### src/rtl/spi_chain_pkg.sv
package spi_chain_pkg;
  localparam int MAX_W = 16;
  localparam int CNT_W = $clog2(MAX_W + 1);
  localparam int IDX_W = $clog2(MAX_W);
  localparam int LEN_SHORT = 8;
  localparam int LEN_MID = 12;

  typedef struct packed {
    logic sample;
    logic shift;
    logic load;
    logic wordDone;
  } dpCtrl_t;

  function automatic logic [CNT_W-1:0] wordLenOf(input logic [1:0] sel);
    case (sel)
      2'b00:   return CNT_W'(LEN_SHORT);
      2'b01:   return CNT_W'(LEN_MID);
      default: return CNT_W'(MAX_W);
    endcase
  endfunction
endpackage

### src/rtl/spi_pin_sync.sv
module spi_pin_sync #(
  parameter int N_PINS = 3,
  parameter int STAGES = 2,
  parameter logic [N_PINS-1:0] RESET_VAL = '0
) (
  input  logic              clk,
  input  logic              rstN,
  input  logic [N_PINS-1:0] pinIn,
  output logic [N_PINS-1:0] pinSync,
  output logic [N_PINS-1:0] pinPrev
);
  for (genvar g = 0; g < N_PINS; g++) begin : g_pin
    logic [STAGES-1:0] stg;
    always_ff @(posedge clk or negedge rstN) begin
      if (!rstN) stg <= {STAGES{RESET_VAL[g]}};
      else       stg <= {stg[STAGES-2:0], pinIn[g]};
    end
    assign pinSync[g] = stg[STAGES-1];
  end

  always_ff @(posedge clk or negedge rstN) begin
    if (!rstN) pinPrev <= RESET_VAL;
    else       pinPrev <= pinSync;
  end
endmodule

### src/rtl/spi_chain_ctrl.sv
module spi_chain_ctrl
  import spi_chain_pkg::*;
(
  input  logic       clk,
  input  logic       rstN,
  input  logic       sclkNow,
  input  logic       sclkPrev,
  input  logic       ssNow,
  input  logic       ssPrev,
  input  logic [1:0] spiMode,
  input  logic [1:0] wlSel,
  input  logic       chainEn,
  output dpCtrl_t    ctl,
  output logic       selected
);
  logic             riseEdge, fallEdge, leadEdge, trailEdge;
  logic             sampleEdge, driveEdge, ssFall;
  logic [CNT_W-1:0] wordLen, bitCnt, bitCntNxt;
  logic             pending, pendingNxt, atBoundary, atBoundaryNxt;

  assign riseEdge   = sclkNow & ~sclkPrev;
  assign fallEdge   = ~sclkNow & sclkPrev;
  assign leadEdge   = spiMode[1] ? fallEdge : riseEdge;
  assign trailEdge  = spiMode[1] ? riseEdge : fallEdge;
  assign sampleEdge = spiMode[0] ? trailEdge : leadEdge;
  assign driveEdge  = spiMode[0] ? leadEdge : trailEdge;
  assign selected   = ~ssNow;
  assign ssFall     = ssPrev & ~ssNow;
  assign wordLen    = wordLenOf(wlSel);

  always_comb begin
    ctl           = '0;
    bitCntNxt     = bitCnt;
    pendingNxt    = pending;
    atBoundaryNxt = atBoundary;
    if (ssFall) begin
      ctl.load      = 1'b1;
      bitCntNxt     = '0;
      pendingNxt    = 1'b0;
      atBoundaryNxt = 1'b0;
    end else if (!selected) begin
      bitCntNxt     = '0;
      pendingNxt    = 1'b0;
      atBoundaryNxt = 1'b0;
    end else if (sampleEdge) begin
      ctl.sample = 1'b1;
      pendingNxt = 1'b1;
      if (bitCnt + CNT_W'(1) == wordLen) begin
        ctl.wordDone  = 1'b1;
        bitCntNxt     = '0;
        atBoundaryNxt = 1'b1;
      end else begin
        bitCntNxt = bitCnt + CNT_W'(1);
      end
    end else if (driveEdge && pending) begin
      pendingNxt    = 1'b0;
      atBoundaryNxt = 1'b0;
      if (atBoundary && !chainEn) ctl.load  = 1'b1;
      else                        ctl.shift = 1'b1;
    end
  end

  always_ff @(posedge clk or negedge rstN) begin
    if (!rstN) begin
      bitCnt     <= '0;
      pending    <= 1'b0;
      atBoundary <= 1'b0;
    end else begin
      bitCnt     <= bitCntNxt;
      pending    <= pendingNxt;
      atBoundary <= atBoundaryNxt;
    end
  end
endmodule

### src/rtl/spi_chain_dp.sv
module spi_chain_dp
  import spi_chain_pkg::*;
(
  input  logic             clk,
  input  logic             rstN,
  input  dpCtrl_t          ctl,
  input  logic             mosiBit,
  input  logic [1:0]       wlSel,
  input  logic [MAX_W-1:0] txWord,
  output logic             misoBit,
  output logic [MAX_W-1:0] rxWord,
  output logic             rxValid
);
  logic [MAX_W-1:0] shiftReg, rxAcc, lenMask, rxNext;
  logic             heldBit;
  logic [CNT_W-1:0] wordLen;
  logic [IDX_W-1:0] topIdx;

  assign wordLen = wordLenOf(wlSel);
  assign topIdx  = IDX_W'(wordLen - CNT_W'(1));
  assign misoBit = shiftReg[topIdx];
  assign rxNext  = {rxAcc[MAX_W-2:0], mosiBit};

  always_comb begin
    for (int i = 0; i < MAX_W; i++) lenMask[i] = (i < int'(wordLen));
  end

  always_ff @(posedge clk or negedge rstN) begin
    if (!rstN) begin
      shiftReg <= '0;
      heldBit  <= 1'b0;
      rxAcc    <= '0;
      rxWord   <= '0;
      rxValid  <= 1'b0;
    end else begin
      rxValid <= ctl.wordDone;
      if (ctl.sample) begin
        heldBit <= mosiBit;
        rxAcc   <= rxNext;
      end
      if (ctl.wordDone) rxWord <= rxNext & lenMask;
      if (ctl.load)       shiftReg <= txWord;
      else if (ctl.shift) shiftReg <= {shiftReg[MAX_W-2:0], heldBit};
    end
  end
endmodule

### src/rtl/spi_chain_slave.sv
module spi_chain_slave
  import spi_chain_pkg::*;
(
  input  logic             clk,
  input  logic             rstN,
  input  logic [1:0]       spiMode,
  input  logic [1:0]       wlSel,
  input  logic             chainEn,
  input  logic [MAX_W-1:0] txWord,
  input  logic             sclkPin,
  input  logic             mosiPin,
  input  logic             ssNPin,
  output logic             misoOut,
  output logic             misoOe,
  output logic [MAX_W-1:0] rxWord,
  output logic             rxValid
);
  localparam int N_PINS = 3;
  localparam logic [N_PINS-1:0] PIN_RST = 3'b100;

  logic [N_PINS-1:0] pinSync, pinPrev;
  dpCtrl_t           ctl;
  logic              selected;

  spi_pin_sync #(.N_PINS(N_PINS), .STAGES(2), .RESET_VAL(PIN_RST)) sync_i (
    .clk(clk), .rstN(rstN), .pinIn({ssNPin, mosiPin, sclkPin}),
    .pinSync(pinSync), .pinPrev(pinPrev));

  spi_chain_ctrl ctrl_i (
    .clk(clk), .rstN(rstN), .sclkNow(pinSync[0]), .sclkPrev(pinPrev[0]),
    .ssNow(pinSync[2]), .ssPrev(pinPrev[2]), .spiMode(spiMode),
    .wlSel(wlSel), .chainEn(chainEn), .ctl(ctl), .selected(selected));

  spi_chain_dp dp_i (
    .clk(clk), .rstN(rstN), .ctl(ctl), .mosiBit(pinSync[1]), .wlSel(wlSel),
    .txWord(txWord), .misoBit(misoOut), .rxWord(rxWord), .rxValid(rxValid));

  assign misoOe = selected;
endmodule

### config.mk
export PLATFORM = sky130hd
export DESIGN_NAME = spi_chain_slave
export DESIGN_NICKNAME = d
export VERILOG_FILES = /design/src/rtl/spi_chain_pkg.sv /design/src/rtl/spi_pin_sync.sv /design/src/rtl/spi_chain_ctrl.sv /design/src/rtl/spi_chain_dp.sv /design/src/rtl/spi_chain_slave.sv
export SDC_FILE = /design/constraint.sdc
export NUM_CORES = 1
export LEC_CHECK = 0
export BUFFER_PORTS_ARGS = -buffer_cell sky130_fd_sc_hd__buf_2
export CORE_UTILIZATION = 35
export CTS_CLUSTER_DIAMETER = 120
export DETAILED_ROUTE_END_ITERATION = 16
export SLEW_MARGIN = 0
export SYNTH_ARGS = -nofsm -noshare
export SYNTH_HDL_FRONTEND = slang
export SYNTH_SLANG_ARGS = --single-unit
### constraint.sdc
create_clock -name clk -period 4.8 [get_ports clk]
set_clock_uncertainty 0.2 [all_clocks]
set_input_delay 0.72 -clock clk [delete_from_list [all_inputs] [get_ports clk]]
set_output_delay 0.72 -clock clk [all_outputs]
set_load 0.02 [all_outputs]
==> key figures, run 1 <==
Status
  • Outcome: complete, no violations

GRT
  • Largest net degree at the start of global routing: between 60 and 70
  • Vias in the first global route: between 1500 and 2000
  • GRT overflow: 0
  • First-pass GRT wire length: roughly 8000 um
  • Initial antenna violation count: 0
  • GRT Resource Usage Total: 0.139

Setup path
  • Worst EP arrival: ~2.6 ns
  • Crit path launch type: input port
  • Max stage delay on crit path: about 0.45 ns
  • Worst EP required: just under 5 ns
  • CP max-delay cell: mux2i_1
  • Crit Path Max Fanout: 18
  • Crit Path Class: input port to flop
  • CP bufs+invs: 1
  • CP delay by family, top: multiplexers
  • CP cell instances: buf_2 > xor2_1 > mux2i_1 > nand4_1 > a21o_1 > mux2_1
  • Crit end category: flop

Layout
  • Antenna cells: 0
  • Synthesis-to-finish area growth: 19.5%
  • Fillers: 752
  • Design Area, Final: between 0.003 and 0.004 mm2
  • Share of post-route cells with drive strength above 1: 0.247
  • Nets: around 310

Timing
  • Setup TNS Final: 0 ns
  • Min Tclk post-route: approximately 2.6 ns
  • Fin. max-slew vios: 0
  • Finish-stage setup viols: 0
  • Slew Limit Headroom: 0.482
  • F_max: 0.388 GHz
  • Measured slew at the worst slew-check pin: around 0.78 ns
  • Final Hold Vio Count: 0
  • RSZ-0062 raised after global routing: false
  • Hold slack: 0.152 ns
  • Final Cycle Share: 0.537

CTS
  • Worst skew pair latency: around 0.34 ns
  • Clk root buf: clkbuf_8
  • Clk buf depth: 2
  • CTS tree: yes
  • CTS H-tree lvls: 3
  • Resize count post-CTS: 0
  • TritonCTS Buffers: 9
  • CTS hold repair buffers: 0
  • Clock sinks: between 60 and 70
  • Post-CTS Setup Bufs: 0
  • Reg clk slew, reported paths: 0.07 ns

Yosys
  • Yosys top cell by area: dfrtp_1
  • Post-synthesis sequential element count: 63
  • Synth Cell Area: around 0.0026 mm2
  • Post-synth cell types: 33
  • Syn. warnings: 0
  • Post-synth top area share: 0.575
  • Mapped Avg Cell Area: about 11 um2
  • Net count after synthesis: roughly 270
  • EDFF count, synth: 0
  • Async SR Flop Fraction: 1.00
  • Syn Inst Count: between 200 and 250
  • Leading cell types by count after synthesis: 60 x dfrtp_1, 59 x nand2_1, 20 x mux2i_1
  • Seq/Total Area, Yosys: 0.605
  • Most common cell in the netlist: dfrtp_1
  • Ranking of synthesized cells by area: dfrtp_1 57%, nand2_1 8.5%, mux2i_1 7.7%
  • Top_reg_cell synth: dfrtp_1

Placement
  • HPWL after detailed placement: approximately 3200 um
  • Placed cell areas: between 0.002 and 0.003 mm2
  • PortBufs: between 40 and 50
  • GP Congestion: between 0.7 and 0.8

Detailed routing
  • DRC Markers: 0
  • Antenna-violating nets left: 0
  • Routed WL per cell: ~12 um
  • Vias/cell: 4.63
  • DR iter-0 viols: 115
  • Drt pass-1 iters: 4
  • WL final: about 4600 um
  • DR vias: between 1500 and 2000

Die
  • Initial core utilization: 0.362
  • Die area: about 0.0078 mm2
  • I/O pin cnt: between 40 and 50
  • Core area: roughly 0.0072 mm2
  • Cell row count: 31
  • Die Wd: slightly below 90 um
  • Chip Height: 88.4 um

Power
  • Internal power: 0.842 mW
  • Pwr/cell area: about 360 mW/mm2
  • Switching power total: 0.282 mW
  • Seq pwr share: 0.526
  • P_leak: about 1.7 nW
  • Sw Ratio: 0.251
  • Maximum vdd drop: about 0.17 mV
  • Comb pwr share: 0.071
  • Clock share of power: 0.403

Run
  • Max Cap Violations: 0

Min path
  • Hold Path Class: flop to flop
layout by cell type, fill, tap and decap left out, types with 2 or more instances in the layout:
master,n
dfrtp_1,60
nand2_1,59
buf_2,44
mux2i_1,20
nor2_1,19
a21oi_1,18
clkbuf_8,9
a22o_1,7
mux2_1,5
xor2_1,4
inv_1,3
nand2b_1,3
o21ai_0,3
nand3b_1,3
o31ai_1,3
mux2_2,3
dfstp_2,3
nand3_1,2
clkinvlp_4,2
clkinv_2,2
buf_4,2
final cells by class:
class,instances,area [um2],area share
clock buffers,9,124,0.0397
clock inverters,7,72.6,0.0233
inverters,3,11.3,0.00361
multi-input cells,163,973,0.312
flip-flops and latches,63,1580,0.506
well taps,99,124,0.0397
repair buffers,46,235,0.0754
layer usage:
metal | up-vias | share of wire | track usage
li1 | 899 | - | -
met1 | 863 | 0.48 | 0.175
met2 | 35 | 0.46 | 0.217
met3 | 10 | 0.035 | 0.0392
met4 | 0 | 0.020 | 0.0748
met5 | - | 0 | 0
state kept, by name (all words and copies together), names as in the netlist:
register,flops
dp_i.rxWord,16
dp_i.rxAcc,15
dp_i.rxValid,1
ctrl_i.bitCnt,5
ctrl_i.atBoundary,1
ctrl_i.pending,1
sync_i.pinPrev,2
dp_i.shiftReg,16
sync_i.g_pin.stg,6
power groups by stage:
stage	Sequential [mW]	Combinational [mW]	Clock, mW
after floorplan	0.595	0.0502	0
after global placement	0.601	0.0800	0
after detailed placement	0.603	0.0818	0
after CTS	0.592	0.0821	0.465
after global routing	0.598	0.0921	0.483
final	0.592	0.0794	0.453
cell families (layout without fill, tap and decap cells):
logic type | count (synthesis) | in the layout | synth area share
xor+xnor | 5 | 5 | 0.0168
compound gates | 34 | 34 | 0.0810
mux | 28 | 28 | 0.111
buf+inv | 12 | 65 | 0.0240
simple gates | 95 | 95 | 0.157
flops | 63 | 63 | 0.605
fa+ha+maj | 1 | 1 | 0.00479
path summary, 6_finish.rpt:
check | start | end | slack (ns) | cells past startpoint
setup reg to reg | ctrl_i.bitCnt[0]$_DFFE_PN0P_ | dp_i.rxWord[1]$_DFFE_PN0P_ | 2.29 | 6
hold / removal | sync_i.g_pin[1].stg[0]$_DFF_PN0_ | sync_i.g_pin[1].stg[1]$_DFF_PN0_ | 0.15 | 0
setup / recovery | spiMode[1] | dp_i.rxWord[1]$_DFFE_PN0P_ | 2.22 | 6
hold reg to reg | sync_i.g_pin[1].stg[0]$_DFF_PN0_ | sync_i.g_pin[1].stg[1]$_DFF_PN0_ | 0.15 | 0
min in group asynchronous | rstN | dp_i.shiftReg[2]$_DFFE_PN0P_ | 0.34 | 2
max in group asynchronous | rstN | dp_i.rxWord[4]$_DFFE_PN0P_ | 3.54 | 2
through the flow:
step / utilization / instances / setup slack (ns) / power, mW
2_1_floorplan: - / 238 / 2.33 / 0.645
3_3_place_gp: 0.405 / 374 / 1.90 / 0.681
3_5_place_dp: 0.405 / 374 / 1.84 / 0.685
4_1_cts: 0.433 / 390 / 2.21 / 1.14
5_1_grt: 0.433 / 390 / 2.09 / 1.17
6_report: 0.433 / 390 / 2.22 / 1.12
(Power assumes the default switching activity.)
==> inputs of run 2 (changes only) <==
clock period = 2.1 ns   (was 4.8 ns; I/O delays follow)
==> run 2 against run 1 <==
The run now ends with setup timing left; die area is the same; design area up 9.1%; clock power is 120% higher; sequential share of layout area fell by 4.2 points; sequential cell count is the same; sequential power increased by 130%; routed wire length rose by 7.9%; global-route usage is 1.0 points higher; non-clock buffer count rose by 22; cell count is 5.4% higher; count of clock-buffer cells in the layout is 2 higher; first-iteration DRC count increased by 7.8%; largest cell class unchanged.
==> key figures, run 2 (same netlist as run 1, synthesis figures left out) <==
Layout
  • Commonest non-fill, non-tap cell in the layout: dfrtp_1
  • Antenna cells: 0 (unchanged)
  • Synthesis-to-finish area growth: 30.3%
  • Most frequent cells in the layout: 60 x dfrtp_1, 59 x nand2_1, 44 x buf_2
  • Fillers: 723 (-3.9%)
  • Design Area, Final: 0.00340 mm2 (+9.1%)
  • Largest registers: dp_i.rxWord x16, dp_i.shiftReg x16, dp_i.rxAcc x15
  • Share of post-route cells with drive strength above 1: 0.311 (+0.0635)
  • Nets: 335 (+7.0%)

Min path
  • Hold Path Class: input port to flop

Detailed routing
  • Drt pass-1 iters: 4 (unchanged)
  • WL final: 5010 um (+7.9%)
  • DRC Markers: 0 (unchanged)
  • Antenna-violating nets left: 0 (unchanged)
  • DR iter-0 viols: 124 (+7.8%)
  • DR vias: 1876 (+3.8%)
  • Routed WL per cell: 12.2 um (+2.3%)
  • Vias/cell: 4.56 (-1.5%)

Die
  • Chip Height: 88.4 um (unchanged)
  • Die area: 0.00781 mm2 (unchanged)
  • Initial core utilization: 0.362 (unchanged)
  • I/O pin cnt: 45 (unchanged)
  • Core area: 0.00721 mm2 (unchanged)
  • Cell row count: 31 (unchanged)
  • Die Wd: 88.4 um (unchanged)

CTS
  • TritonCTS Buffers: 9 (unchanged)
  • Worst skew pair latency: 0.33 ns (about the same)
  • CTS tree: yes
  • Clk buf depth: 2 (unchanged)
  • Clk root buf: clkbuf_8
  • CTS H-tree lvls: 3 (unchanged)
  • Clock sinks: 63 (unchanged)
  • Reg clk slew, reported paths: 0.07 ns (about the same)

Setup path
  • CP bufs+invs: 1 (unchanged)
  • Crit end category: flop
  • CP max-delay cell: dfrtp_1
  • CP delay by family, top: simple AND/OR/NAND/NOR gates
  • Crit path launch type: flop
  • Worst EP arrival: 2.28 ns (-0.32 ns)
  • Crit Path Class: flop to flop
  • Worst EP required: 2.12 ns (-2.70 ns)
  • Max stage delay on crit path: 0.39 ns (-0.06 ns)
  • Crit Path Max Fanout: 8 (-10)
  • CP cell instances: ha_2 > and3_4 > xor2_2 > or3_4 > a21o_4 > buf_12 > mux2_4

GRT
  • Initial antenna violation count: 0 (unchanged)
  • First-pass GRT wire length: 8710 um (+9.0%)
  • Largest net degree at the start of global routing: 64 (unchanged)
  • GRT Resource Usage Total: 0.149 (+0.0103)
  • Vias in the first global route: 1861 (+8.1%)
  • GRT overflow: 0 (unchanged)

Placement
  • GP Congestion: 0.814 (+12%)
  • PortBufs: 44 (unchanged)
  • HPWL after detailed placement: 3310 um (+4.8%)
  • Place WS: -0.141 ns (-1.98 ns)
  • Placed cell areas: 0.00311 mm2 (+6.3%)

Timing
  • Min Tclk post-route: roughly 2.3 ns
  • Final Hold Vio Count: 0 (unchanged)
  • Measured slew at the worst slew-check pin: 0.518 ns (-0.260 ns)
  • Final Cycle Share: 1.08
  • RSZ-0062 raised after global routing: true
  • Setup TNS Final: -1.68 ns (-1.68 ns)
  • Finish-stage setup viols: 16 (+16)
  • Post-route setup slack: -0.158 ns (-2.38 ns)
  • Slew Limit Headroom: 0.652 (+0.170)
  • Fin. max-slew vios: 0 (unchanged)
  • F_max: about 0.44 GHz

Power
  • P_leak: 1.82 nW (+8.8%)
  • Maximum vdd drop: 0.405 mV (+140%)
  • Pwr/cell area: 746 mW/mm2 (+110%)

Status
  • Violated checks: setup timing
  • Outcome: finished, violations left

Run
  • Max Cap Violations: 0 (unchanged)
## run 2: cell types whose count changed in the layout (fill, tap and decap cells not counted), moves of 2 or more
cell,previous run,this run
mux2_4,0,5
mux2_1,5,0
buf_4,2,14
clkbuf_1,0,2
dlygate4sd3_1,0,4
buf_12,0,5
## run 2: final cells by class
| type | count | area (um2) | share of cell area |
|---|---|---|---|
| Inverter | 3 | 11.3 | 0.00331 |
| Clock inverter | 4 | 47.5 | 0.0140 |
| Tap cell | 99 | 124 | 0.0364 |
| Sequential cell | 63 | 1580 | 0.464 |
| Clock buffer | 11 | 131 | 0.0386 |
| Multi-Input combinational cell | 163 | 1020 | 0.299 |
| Timing Repair Buffer | 68 | 490 | 0.144 |
## run 2: path summary, 6_finish.rpt
kind                                               endpoint                              from  slack, ns  cells past startpoint
max in group asynchronous       sync_i.pinPrev[2]$_DFF_PN1_                              rstN       1.07                      3
hold reg to reg            sync_i.g_pin[0].stg[1]$_DFF_PN0_  sync_i.g_pin[0].stg[0]$_DFF_PN0_       0.15                      0
setup reg to reg                 dp_i.rxWord[0]$_DFFE_PN0P_      ctrl_i.bitCnt[0]$_DFFE_PN0P_      -0.16                      7
setup / recovery                 dp_i.rxWord[0]$_DFFE_PN0P_      ctrl_i.bitCnt[0]$_DFFE_PN0P_      -0.16                      7
hold / removal                 dp_i.shiftReg[8]$_DFFE_PN0P_                         txWord[8]       0.02                      3
min in group asynchronous      dp_i.shiftReg[9]$_DFFE_PN0P_                              rstN       0.31                      3
## run 2: power by group
group	total [mW]	switching, mW	internal (mW)
clock network	0.979	0.441	0.538
logic	0.209	0.108	0.101
registers	1.35	0.0538	1.30
total	2.54	0.603	1.94
## run 2: what timing repair did
action,in CTS,in global routing
setup buffers,0,1
hold buffers,4,0
endpoints found under the setup margin,15,20
pin swaps,0,3
resized for setup,2,8
gates cloned,0,1
hold endpoints to repair,63,0
## run 2: per-stage QoR
stage                     power (mW)  hold WS [ns]  std cells  utilization
final                           2.54        0.0223        411        0.472
after global routing            2.67        0.0214        411        0.472
after CTS                       2.58        0.0123        409        0.462
after detailed placement        1.58         0.137        390        0.431
after global placement          1.57         0.132        390        0.431
after floorplan                 1.47        -0.181        238            -
## run 2: metal layers
metal  up-vias  share of wire  GRT usage
met4         0          0.020     0.0880
met5         -              0          0
li1        943              -          -
met1       896           0.48      0.192
met2        28           0.47      0.234
met3         9          0.031     0.0308
## run 2: worst reg2reg max path, stage by stage (launching register included)
cell and delay [ns]:
dfrtp_1 0.39, ha_2 0.19, and3_4 0.16, xor2_2 0.15
or3_4 0.38, a21o_4 0.25, buf_12 0.15, mux2_4 0.29
==> inputs of run 3 (changes only) <==
clock period = 2.57 ns   (was 2.1 ns; I/O delays follow)
==> run 3 against run 2 <==
The flow now finishes without violations; design area decreased by 4.7%; largest power group unchanged; first-iteration DRC count shrank 24%; power is 13% lower; utilization decreased by 2.2 points; routed wire length decreased by 0.96%; cell count fell by 2.4%.
==> key figures, run 3 (same netlist as run 1, synthesis figures left out) <==
Status
  • Outcome: complete, no violations

Setup path
  • Reg-to-reg endpoint: dp_i.rxWord[6]$_DFFE_PN0P_
  • CP max-delay cell: dfrtp_1
  • Crit end category: flop
  • Worst path depth: 6 (-1)
  • Worst r2r src: ctrl_i.bitCnt[0]$_DFFE_PN0P_
  • Max stage delay on crit path: 0.41 ns (+0.02 ns)
  • CP bufs+invs: 0 (-1)
  • Worst EP arrival: 2.42 ns (+0.14 ns)
  • Crit path from: ctrl_i.bitCnt[0]$_DFFE_PN0P_
  • Crit Path Class: flop to flop
  • Critical Path End: dp_i.rxWord[6]$_DFFE_PN0P_
  • Worst EP required: 2.59 ns (+0.47 ns)
  • R2R cell count: 6 (-1)
  • CP delay by family, top: simple AND/OR/NAND/NOR gates
  • Crit path launch type: flop
  • CP cell instances: ha_1 > and3_4 > xor2_1 > or3_1 > a21o_2 > mux2_1
  • R2r setup slk: 0.17 ns (+0.33 ns)
  • Crit Path Max Fanout: 18 (+10)

Detailed routing
  • Drt pass-1 iters: 4 (unchanged)
  • Routed WL per cell: 12.4 um (+1.5%)
  • Antenna-violating nets left: 0 (unchanged)
  • WL final: 4970 um (-0.96%)
  • Vias/cell: 4.60 (+0.69%)
  • DRC Markers: 0 (unchanged)
  • DR iter-0 viols: 94 (-24%)
  • DR vias: 1843 (-1.8%)

CTS
  • Post-CTS Setup Bufs: 0 (unchanged)
  • Reg clk slew, reported paths: 0.07 ns (about the same)
  • TritonCTS Buffers: 9 (unchanged)
  • CTS H-tree lvls: 3 (unchanged)
  • Clock sinks: 63 (unchanged)
  • CTS tree: yes
  • Clk root buf: clkbuf_8
  • Clk buf depth: 2 (unchanged)
  • Worst skew pair latency: 0.34 ns (about the same)

Timing
  • Measured slew at the worst slew-check pin: 0.489 ns (-0.0288 ns)
  • Fin. max-slew vios: 0 (unchanged)
  • Finish-stage setup viols: 0 (-16)
  • RSZ-0062 raised after global routing: false
  • Final Hold Vio Count: 0 (unchanged)
  • F_max: 0.417 GHz (-5.9%)
  • Min Tclk post-route: 2.40 ns (+0.141 ns)
  • Slew Limit Headroom: 0.672 (+0.0194)
  • Final Cycle Share: 0.934 (-0.142)
  • Setup TNS Final: 0 ns (+1.68 ns)

Layout
  • Final Util: 0.449 (-0.0224)
  • Design Area, Final: 0.00324 mm2 (-4.7%)
  • Largest registers: dp_i.rxWord x16, dp_i.shiftReg x16, dp_i.rxAcc x15
  • Commonest non-fill, non-tap cell in the layout: dfrtp_1
  • Share of post-route cells with drive strength above 1: 0.262 (-0.0493)
  • Synthesis-to-finish area growth: 24.1%
  • Most frequent cells in the layout: 60 x dfrtp_1, 59 x nand2_1, 44 x buf_2
  • Nets: 324 (-3.3%)
  • Antenna cells: 0 (unchanged)

Power
  • Maximum vdd drop: 0.305 mV (-25%)
  • Pwr/cell area: 680 mW/mm2 (-9.0%)
  • P_leak: 1.74 nW (-4.3%)

Placement
  • Placed cell areas: 0.00299 mm2 (-3.9%)
  • GP Congestion: 0.785 (-3.6%)
  • HPWL after detailed placement: 3310 um (+0.19%)
  • PortBufs: 44 (unchanged)

GRT
  • GRT overflow: 0 (unchanged)
  • Largest net degree at the start of global routing: 64 (unchanged)
  • GRT Resource Usage Total: 0.147 (-0.00214)
  • Initial antenna violation count: 0 (unchanged)
  • First-pass GRT wire length: 8490 um (-2.5%)
  • Vias in the first global route: 1865 (+0.21%)

Min path
  • Hold Path Class: input port to flop

Die
  • Chip Height: 88.4 um (unchanged)
  • I/O pin cnt: 45 (unchanged)
  • Die Wd: 88.4 um (unchanged)
  • Initial core utilization: 0.362 (unchanged)
  • Cell row count: 31 (unchanged)
  • Core area: 0.00721 mm2 (unchanged)
  • Die area: 0.00781 mm2 (unchanged)

Run
  • Max Cap Violations: 0 (unchanged)
[run 3: changes by cell type in the layout (fill, tap and decap cells not counted), moves of 4 or more]
cell / before / now
buf_4: 14 / 8
mux2_1: 0 / 5
buf_12: 5 / 1
mux2_4: 5 / 0
[run 3: timing repair]
item	4_1_cts	5_1_grt
endpoints found under the setup margin	0	9
hold buffers	4	0
gates resized for setup	0	1
hold endpoints to repair	63	0
[run 3: area by class of cell]
class | count | area (um2)
inverter | 3 | 11.3
clock buffer | 10 | 128
tap | 99 | 124
timing repair buffer | 57 | 340
sequential | 63 | 1580
clock inverter | 6 | 83.8
fill | 725 | 3970
multi-input combinational | 163 | 975
[run 3: routing by layer]
layer / part of all wire / up-vias / global-route usage
met5: 0 / - / 0
met4: 0.021 / 0 / 0.0792
met3: 0.036 / 9 / 0.0392
met2: 0.46 / 31 / 0.238
met1: 0.48 / 880 / 0.180
li1: - / 923 / -
[run 3: tightest hold or removal path: stages]
cell and delay, ns:
buf_2 0.07, nor2_1 0.03, a21oi_1 0.09
[run 3: worst min-delay path by stage]
stage	startpoint	end	slack, ns	cells after the start
3_5_place_dp	sync_i.g_pin[0].stg[0]$_DFF_PN0_	sync_i.g_pin[0].stg[1]$_DFF_PN0_	0.14	0
6_report	txWord[4]	dp_i.shiftReg[4]$_DFFE_PN0P_	0.09	3
2_1_floorplan	rstN	ctrl_i.atBoundary$_DFFE_PN0P_	-0.11	0
4_1_cts	txWord[9]	dp_i.shiftReg[9]$_DFFE_PN0P_	0.08	3
5_1_grt	txWord[6]	dp_i.shiftReg[6]$_DFFE_PN0P_	0.1	3
3_3_place_gp	sync_i.g_pin[1].stg[0]$_DFF_PN0_	sync_i.g_pin[1].stg[1]$_DFF_PN0_	0.13	0
[run 3: through the flow]
step,hold slack (ns),std cells,worst slack [ns],power (mW)
2_1_floorplan,-0.110,238,0.316,1.20
3_3_place_gp,0.133,381,0.0861,1.28
3_5_place_dp,0.140,381,0.0540,1.29
4_1_cts,0.0773,401,0.0397,2.23
5_1_grt,0.0960,401,0.0603,2.30
6_report,0.0882,401,0.170,2.20
[run 3: report_power, final]
| group | internal [mW] | switching [mW] |
|---|---|---|
| clock | 0.544 | 0.388 |
| sequential | 1.06 | 0.0446 |
| combinational | 0.0766 | 0.0887 |
